$ cat config.mk
export PLATFORM = sky130hd
export DESIGN_NAME = link_sync_detect
export DESIGN_NICKNAME = d
export VERILOG_FILES = /design/src/rtl/lsd_pkg.sv /design/src/rtl/lsd_sync_edge.sv /design/src/rtl/lsd_edge_count.sv /design/src/rtl/lsd_idle_timer.sv /design/src/rtl/link_sync_detect.sv
export SDC_FILE = /design/constraint.sdc
export NUM_CORES = 1
export LEC_CHECK = 0
export CAP_MARGIN = 5
export CELL_PAD_IN_SITES_DETAIL_PLACEMENT = 2
export CELL_PAD_IN_SITES_GLOBAL_PLACEMENT = 2
export CORE_ASPECT_RATIO = 0.7
export CORE_MARGIN = 4
export CORE_UTILIZATION = 40
export CTS_BUF_LIST = sky130_fd_sc_hd__clkbuf_8
export DETAILED_ROUTE_END_ITERATION = 8
export PLACE_DENSITY_LB_ADDON = 0.1
export SETUP_SLACK_MARGIN = 0.3
export SLEW_MARGIN = 20
export SYNTH_ARGS = -nofsm -noshare
export SYNTH_HDL_FRONTEND = slang
export SYNTH_SLANG_ARGS = --single-unit
$ cat constraint.sdc
create_clock -name clk -period 5.25 [get_ports clk]
set_input_delay 0.525 -clock clk [delete_from_list [all_inputs] [get_ports clk]]
set_output_delay 0.525 -clock clk [all_outputs]
set_load 0.02 [all_outputs]
$ cat src/rtl/lsd_pkg.sv
package lsd_pkg;

    typedef enum logic {
        LINK_DOWN = 1'b0,
        LINK_UP   = 1'b1
    } link_state_e;

    // events passed from the front end and timer to the flag logic
    typedef struct packed {
        logic edge_seen;
        logic expire;
    } lsd_evt_t;

    function automatic int unsigned cnt_width(input int unsigned limit);
        return (limit < 2) ? 1 : $clog2(limit + 1);
    endfunction

endpackage

$ cat src/rtl/lsd_sync_edge.sv
module lsd_sync_edge #(
    parameter int unsigned STAGES = 2
) (
    input  logic clk,
    input  logic rst,
    input  logic async_in,
    output logic edge_seen
);
    logic [STAGES-1:0] chain;
    logic              prev_q;

    always_ff @(posedge clk) begin
        if (rst) begin
            chain  <= '0;
            prev_q <= 1'b0;
        end else begin
            chain  <= {chain[STAGES-2:0], async_in};
            prev_q <= chain[STAGES-1];
        end
    end

    assign edge_seen = chain[STAGES-1] ^ prev_q;

    // an edge can only appear when the synchronized level moved one cycle earlier
    AST_EDGE_FROM_SYNC: assert property (@(posedge clk) disable iff (rst)
        edge_seen |-> (chain[STAGES-1] != $past(chain[STAGES-1])));
endmodule

$ cat src/rtl/lsd_edge_count.sv
module lsd_edge_count
    import lsd_pkg::*;
#(
    parameter int unsigned THRESH = 24
) (
    input  logic clk,
    input  logic rst,
    input  lsd_evt_t evt,
    output logic reached
);
    localparam int unsigned W = cnt_width(THRESH);
    localparam logic [W-1:0] LAST = W'(THRESH - 1);
    localparam logic [W-1:0] FULL = W'(THRESH);

    logic [W-1:0] cnt_q;

    always_ff @(posedge clk) begin
        if (rst) begin
            cnt_q <= '0;
        end else if (evt.expire) begin
            cnt_q <= '0;
        end else if (evt.edge_seen && (cnt_q != FULL)) begin
            cnt_q <= cnt_q + 1'b1;
        end
    end

    // the edge now seen completes the threshold
    assign reached = evt.edge_seen && (cnt_q >= LAST);

    AST_CNT_CLEARED: assert property (@(posedge clk) disable iff (rst)
        evt.expire |=> (cnt_q == '0));
    AST_CNT_BOUND: assert property (@(posedge clk) disable iff (rst)
        cnt_q <= FULL);
endmodule

$ cat src/rtl/lsd_idle_timer.sv
module lsd_idle_timer
    import lsd_pkg::*;
#(
    parameter int unsigned TIMEOUT = 1000
) (
    input  logic clk,
    input  logic rst,
    input  logic edge_seen,
    output logic expire
);
    localparam int unsigned W = cnt_width(TIMEOUT);
    localparam logic [W-1:0] LAST = W'(TIMEOUT - 1);
    localparam logic [W-1:0] FULL = W'(TIMEOUT);

    logic [W-1:0] quiet_q;

    always_ff @(posedge clk) begin
        if (rst) begin
            quiet_q <= '0;
        end else if (edge_seen) begin
            quiet_q <= '0;
        end else if (quiet_q != FULL) begin
            quiet_q <= quiet_q + 1'b1;
        end
    end

    // fires once, on the TIMEOUT-th edge-free cycle
    assign expire = !edge_seen && (quiet_q == LAST);

    AST_TIMER_RESTART: assert property (@(posedge clk) disable iff (rst)
        edge_seen |=> (quiet_q == '0));
    AST_EXPIRE_ONCE: assert property (@(posedge clk) disable iff (rst)
        expire |=> !expire);
endmodule

$ cat src/rtl/link_sync_detect.sv
module link_sync_detect
    import lsd_pkg::*;
#(
    parameter int unsigned EDGE_THRESH  = 24,
    parameter int unsigned IDLE_TIMEOUT = 20_000_000
) (
    input  logic clk,
    input  logic rst,
    input  logic de_in,
    output logic link_alive
);
    lsd_evt_t    evt;
    logic        reached;
    link_state_e state_q;

    lsd_sync_edge #(.STAGES(2)) u_front (
        .clk      (clk),
        .rst      (rst),
        .async_in (de_in),
        .edge_seen(evt.edge_seen)
    );

    lsd_idle_timer #(.TIMEOUT(IDLE_TIMEOUT)) u_timer (
        .clk      (clk),
        .rst      (rst),
        .edge_seen(evt.edge_seen),
        .expire   (evt.expire)
    );

    lsd_edge_count #(.THRESH(EDGE_THRESH)) u_count (
        .clk    (clk),
        .rst    (rst),
        .evt    (evt),
        .reached(reached)
    );

    always_ff @(posedge clk) begin
        if (rst) begin
            state_q <= LINK_DOWN;
        end else if (evt.expire) begin
            state_q <= LINK_DOWN;
        end else if (reached) begin
            state_q <= LINK_UP;
        end
    end

    assign link_alive = (state_q == LINK_UP);

    AST_RISE_ON_EDGE: assert property (@(posedge clk) disable iff (rst)
        $rose(link_alive) |-> $past(evt.edge_seen));
    AST_FALL_ON_EXPIRE: assert property (@(posedge clk) disable iff (rst)
        $fell(link_alive) |-> $past(evt.expire));
    AST_ALIVE_HOLDS: assert property (@(posedge clk) disable iff (rst)
        (link_alive && !evt.expire) |=> link_alive);
    AST_RESET_LOW: assert property (@(posedge clk)
        $past(rst) |-> !link_alive);
endmodule

==> results.sh <==
export IMPL_nets=199
export IMPL_nFillCells=469
export IMPL_tightest_slew_ps=964
export IMPL_busiest_layer="met2"
export IMPL_fin_crit_ps=2350
export IMPL_io_pins=4
export IMPL_path_max_fanout=18
export IMPL_ctsHoldBuffers=0
export IMPL_cts_root_buf="clkbuf_8"
export IMPL_initial_core_util_pct=41.6
export IMPL_max_freq_mhz=425
export IMPL_antenna_found_initial=0
export IMPL_fp_dieH_um=61.6
export IMPL_dr_pass1_iters=4
export IMPL_drive_gt1_share_pct=5.18
export IMPL_grt_use_total_pct=21.1
export IMPL_cp_top_family="simple AND/OR/NAND/NOR gates"
export IMPL_crit_path_start_kind="flop"
export IMPL_slew_viol_final=0
export IMPL_multi_input_area_um2=888
export IMPL_fin_ws_ps=2900
export IMPL_crit_required_ps=5460
export IMPL_cap_violations=0
export IMPL_instances_no_fill=245
export IMPL_grt_use_met3_pct=5.48
export IMPL_gp_congestion=0.823
export IMPL_die_area_um2=5210
export IMPL_drt_iter0_markers=79
export IMPL_ys_async_sr_fraction_pct=0
export IMPL_grt_pass1_vias=1576
export IMPL_dp_slack_ps=2820
export IMPL_remaining_drc_errors=0
export IMPL_worst_slew_margin_rel_pct=35.7
export IMPL_hold_class="reg -> reg"
export IMPL_diodes=0
export IMPL_postCtsResizedCells=0
export IMPL_setup_viol=0
export IMPL_post_route_period_util_pct=44.8
export IMPL_portBuffers=3
export IMPL_syn_inst=191
export IMPL_synth_ff_type="dfxtp_1"
export IMPL_syn_area_um2=1640
export IMPL_grtUsageMet1_pct=26.1
export IMPL_finish_utilization_pct=45.1
export IMPL_wire_per_inst_um=20.5
export IMPL_drtAntennaViolNets=0
export IMPL_viasPerCell=6.04
export IMPL_critical_path_max_stage_delay_ps=660
export IMPL_synth_seq_cells=34
export IMPL_cts_clk_slew_worst_paths_ps=70
export IMPL_grt_overflow_total=0
export IMPL_cp_arrival_ps=2560
export IMPL_fin_tns_setup_ps=0
export IMPL_outcome="finished, final reports clean"
export IMPL_rsz0062_at_grt="false"
export IMPL_cts_setup_buffers=0
export IMPL_synthToLayoutAreaGrowth_pct=8.62
export IMPL_yosysWarnings=0
export IMPL_dpl_hpwl_mm=3.41
export IMPL_floorplan_core_area_um2=3950
export IMPL_grt_max_degree=26
export IMPL_crit_buf_inv=0
export IMPL_worstSetupEndpointType="flop"
export IMPL_globalRouteMet2Util_pct=35.8
export IMPL_power_total_uw=490
export IMPL_power_density_nw_per_um2=275
export IMPL_reg2reg_slack_ps=2900
export IMPL_grt_pass1_wl_mm=8.20
export IMPL_peakVddDrop_uv=141
export IMPL_crit_type="reg -> reg"
export IMPL_hold_violations=0
export IMPL_place_inst=237
export IMPL_cpMaxStageDelayCell="or3_1"
export IMPL_ys_seq_area_share_pct=41.5
export IMPL_synth_edf_count=0
export IMPL_std_cell_rows=19
export IMPL_power_leakage_uw=0.000581
export IMPL_regArea_um2=681
export IMPL_insertion_delay_ps=290
export IMPL_synth_area_per_cell_um2=8.59
export IMPL_cts_tree="yes"
export IMPL_routed_wl_mm=5.02
export IMPL_crit_chain="nand4_2, or3_1, or4_1, a21oi_1"
export IMPL_fin_worst_skew_ps=4.47
export IMPL_syn_nets=198
export IMPL_clockBufferDepth=2
export IMPL_routed_via_count=1479
export IMPL_htree_num_levels=2
export IMPL_cts_buffers=5
export IMPL_cts_sinks=34
export IMPL_die_w_um=84.5
export IMPL_synth_distinct_cells=33
-- final timing paths --
check                                  start                                to  depth (start not counted)
max reg2reg  u_timer.quiet_q[8]$_SDFFE_PP0P_  u_timer.quiet_q[23]$_SDFFE_PP0P_                          4
min              u_front.chain[0]$_SDFF_PP0_       u_front.chain[1]$_SDFF_PP0_                          1
min reg2reg      u_front.chain[0]$_SDFF_PP0_       u_front.chain[1]$_SDFF_PP0_                          1
max          u_timer.quiet_q[8]$_SDFFE_PP0P_  u_timer.quiet_q[23]$_SDFFE_PP0P_                          4
-- synthesized netlist by cell type (all sizes together), types with 2 or more instances --
master | instances | share of area (%)
a21oi | 12 | 3.7
and3 | 2 | 0.76
and4 | 6 | 3.2
buf | 4 | 1.6
clkbuf | 5 | 1.1
dfxtp | 34 | 41
ha | 4 | 3.1
inv | 7 | 1.6
nand2 | 12 | 2.7
nand3 | 13 | 4.0
nand4 | 11 | 4.6
nor2 | 21 | 4.8
nor2b | 3 | 1.1
nor3 | 3 | 0.92
nor4 | 3 | 1.1
nor4b | 3 | 1.6
o21ai | 3 | 0.92
o31ai | 9 | 4.1
or2 | 2 | 0.76
or3 | 2 | 0.76
or4 | 10 | 4.6
xnor2 | 5 | 2.7
xor2 | 11 | 5.9
-- power breakdown --
group,switching [uW],internal (uW)
clock,97.2,104
sequential,4.13,262
combinational,15.4,7.43
total,117,373
-- metrics by stage --
step,hold WS [ps],area (um^2)
5_1_grt,484,1780
6_report,456,1780
3_5_place_dp,441,1690
2_1_floorplan,414,1640
3_3_place_gp,431,1690
4_1_cts,458,1780
-- final cells by class --
cell class / count / share of cell area, %
multi-input cells: 141 / 49.9
flip-flops and latches: 34 / 38.2
well taps: 52 / 3.65
inverters: 7 / 1.47
clock inverters: 2 / 0.492
clock buffers: 6 / 4.63
repair buffers: 3 / 1.69
-- flip-flops by register name, summed over array words and instances, names as in the netlist --
signal,cells
link_alive,1
u_count.cnt_q,5
u_timer.quiet_q,25
u_front.chain,2
u_front.prev_q,1
-- placed cells by master (no fill, tap or decap) --
cell type         n
dfxtp_1          34
nor2_1           21
nand3_1          13
nand2_1          12
a21oi_1          12
xor2_1           11
nand4_1          10
or4_1            10
o31ai_1           9
inv_1             8
and4_1            6
clkbuf_8          6
xnor2_1           5
ha_1              4
nor4_1            3
nor3_1            3
nor4b_1           3
nor2b_1           3
clkdlybuf4s50_1   3
or3_1             2
o21ai_1           2
and3_1            2
nand4_2           1
or2_1             1
or2_2             1
o211ai_1          1
o2111ai_1         1
o21ai_0           1
a31o_2            1
a21o_1            1
a31oi_1           1
nand4b_1          1
clkinv_2          1
-- cells by family (layout without fill, tap and decap cells) --
kind of cell | count (synthesis) | count (layout) | synth area share (%)
xor gates and xnor gates | 16 | 16 | 8.54
DFF | 34 | 34 | 41.5
AOI/OAI and AO/OA | 29 | 29 | 11.1
and+or+nand+nor | 92 | 92 | 31.5
adders and majority gates | 4 | 4 | 3.05
buffers and inverters | 16 | 18 | 4.35
-- per-layer routing --
metal | up-vias | wire, um
li1 | 699 | -
met1 | 751 | 2410
met2 | 20 | 2360
met3 | 9 | 145
met4 | 0 | 101
met5 | - | 0
No activity file was read; power rests on OpenSTA's default activity.
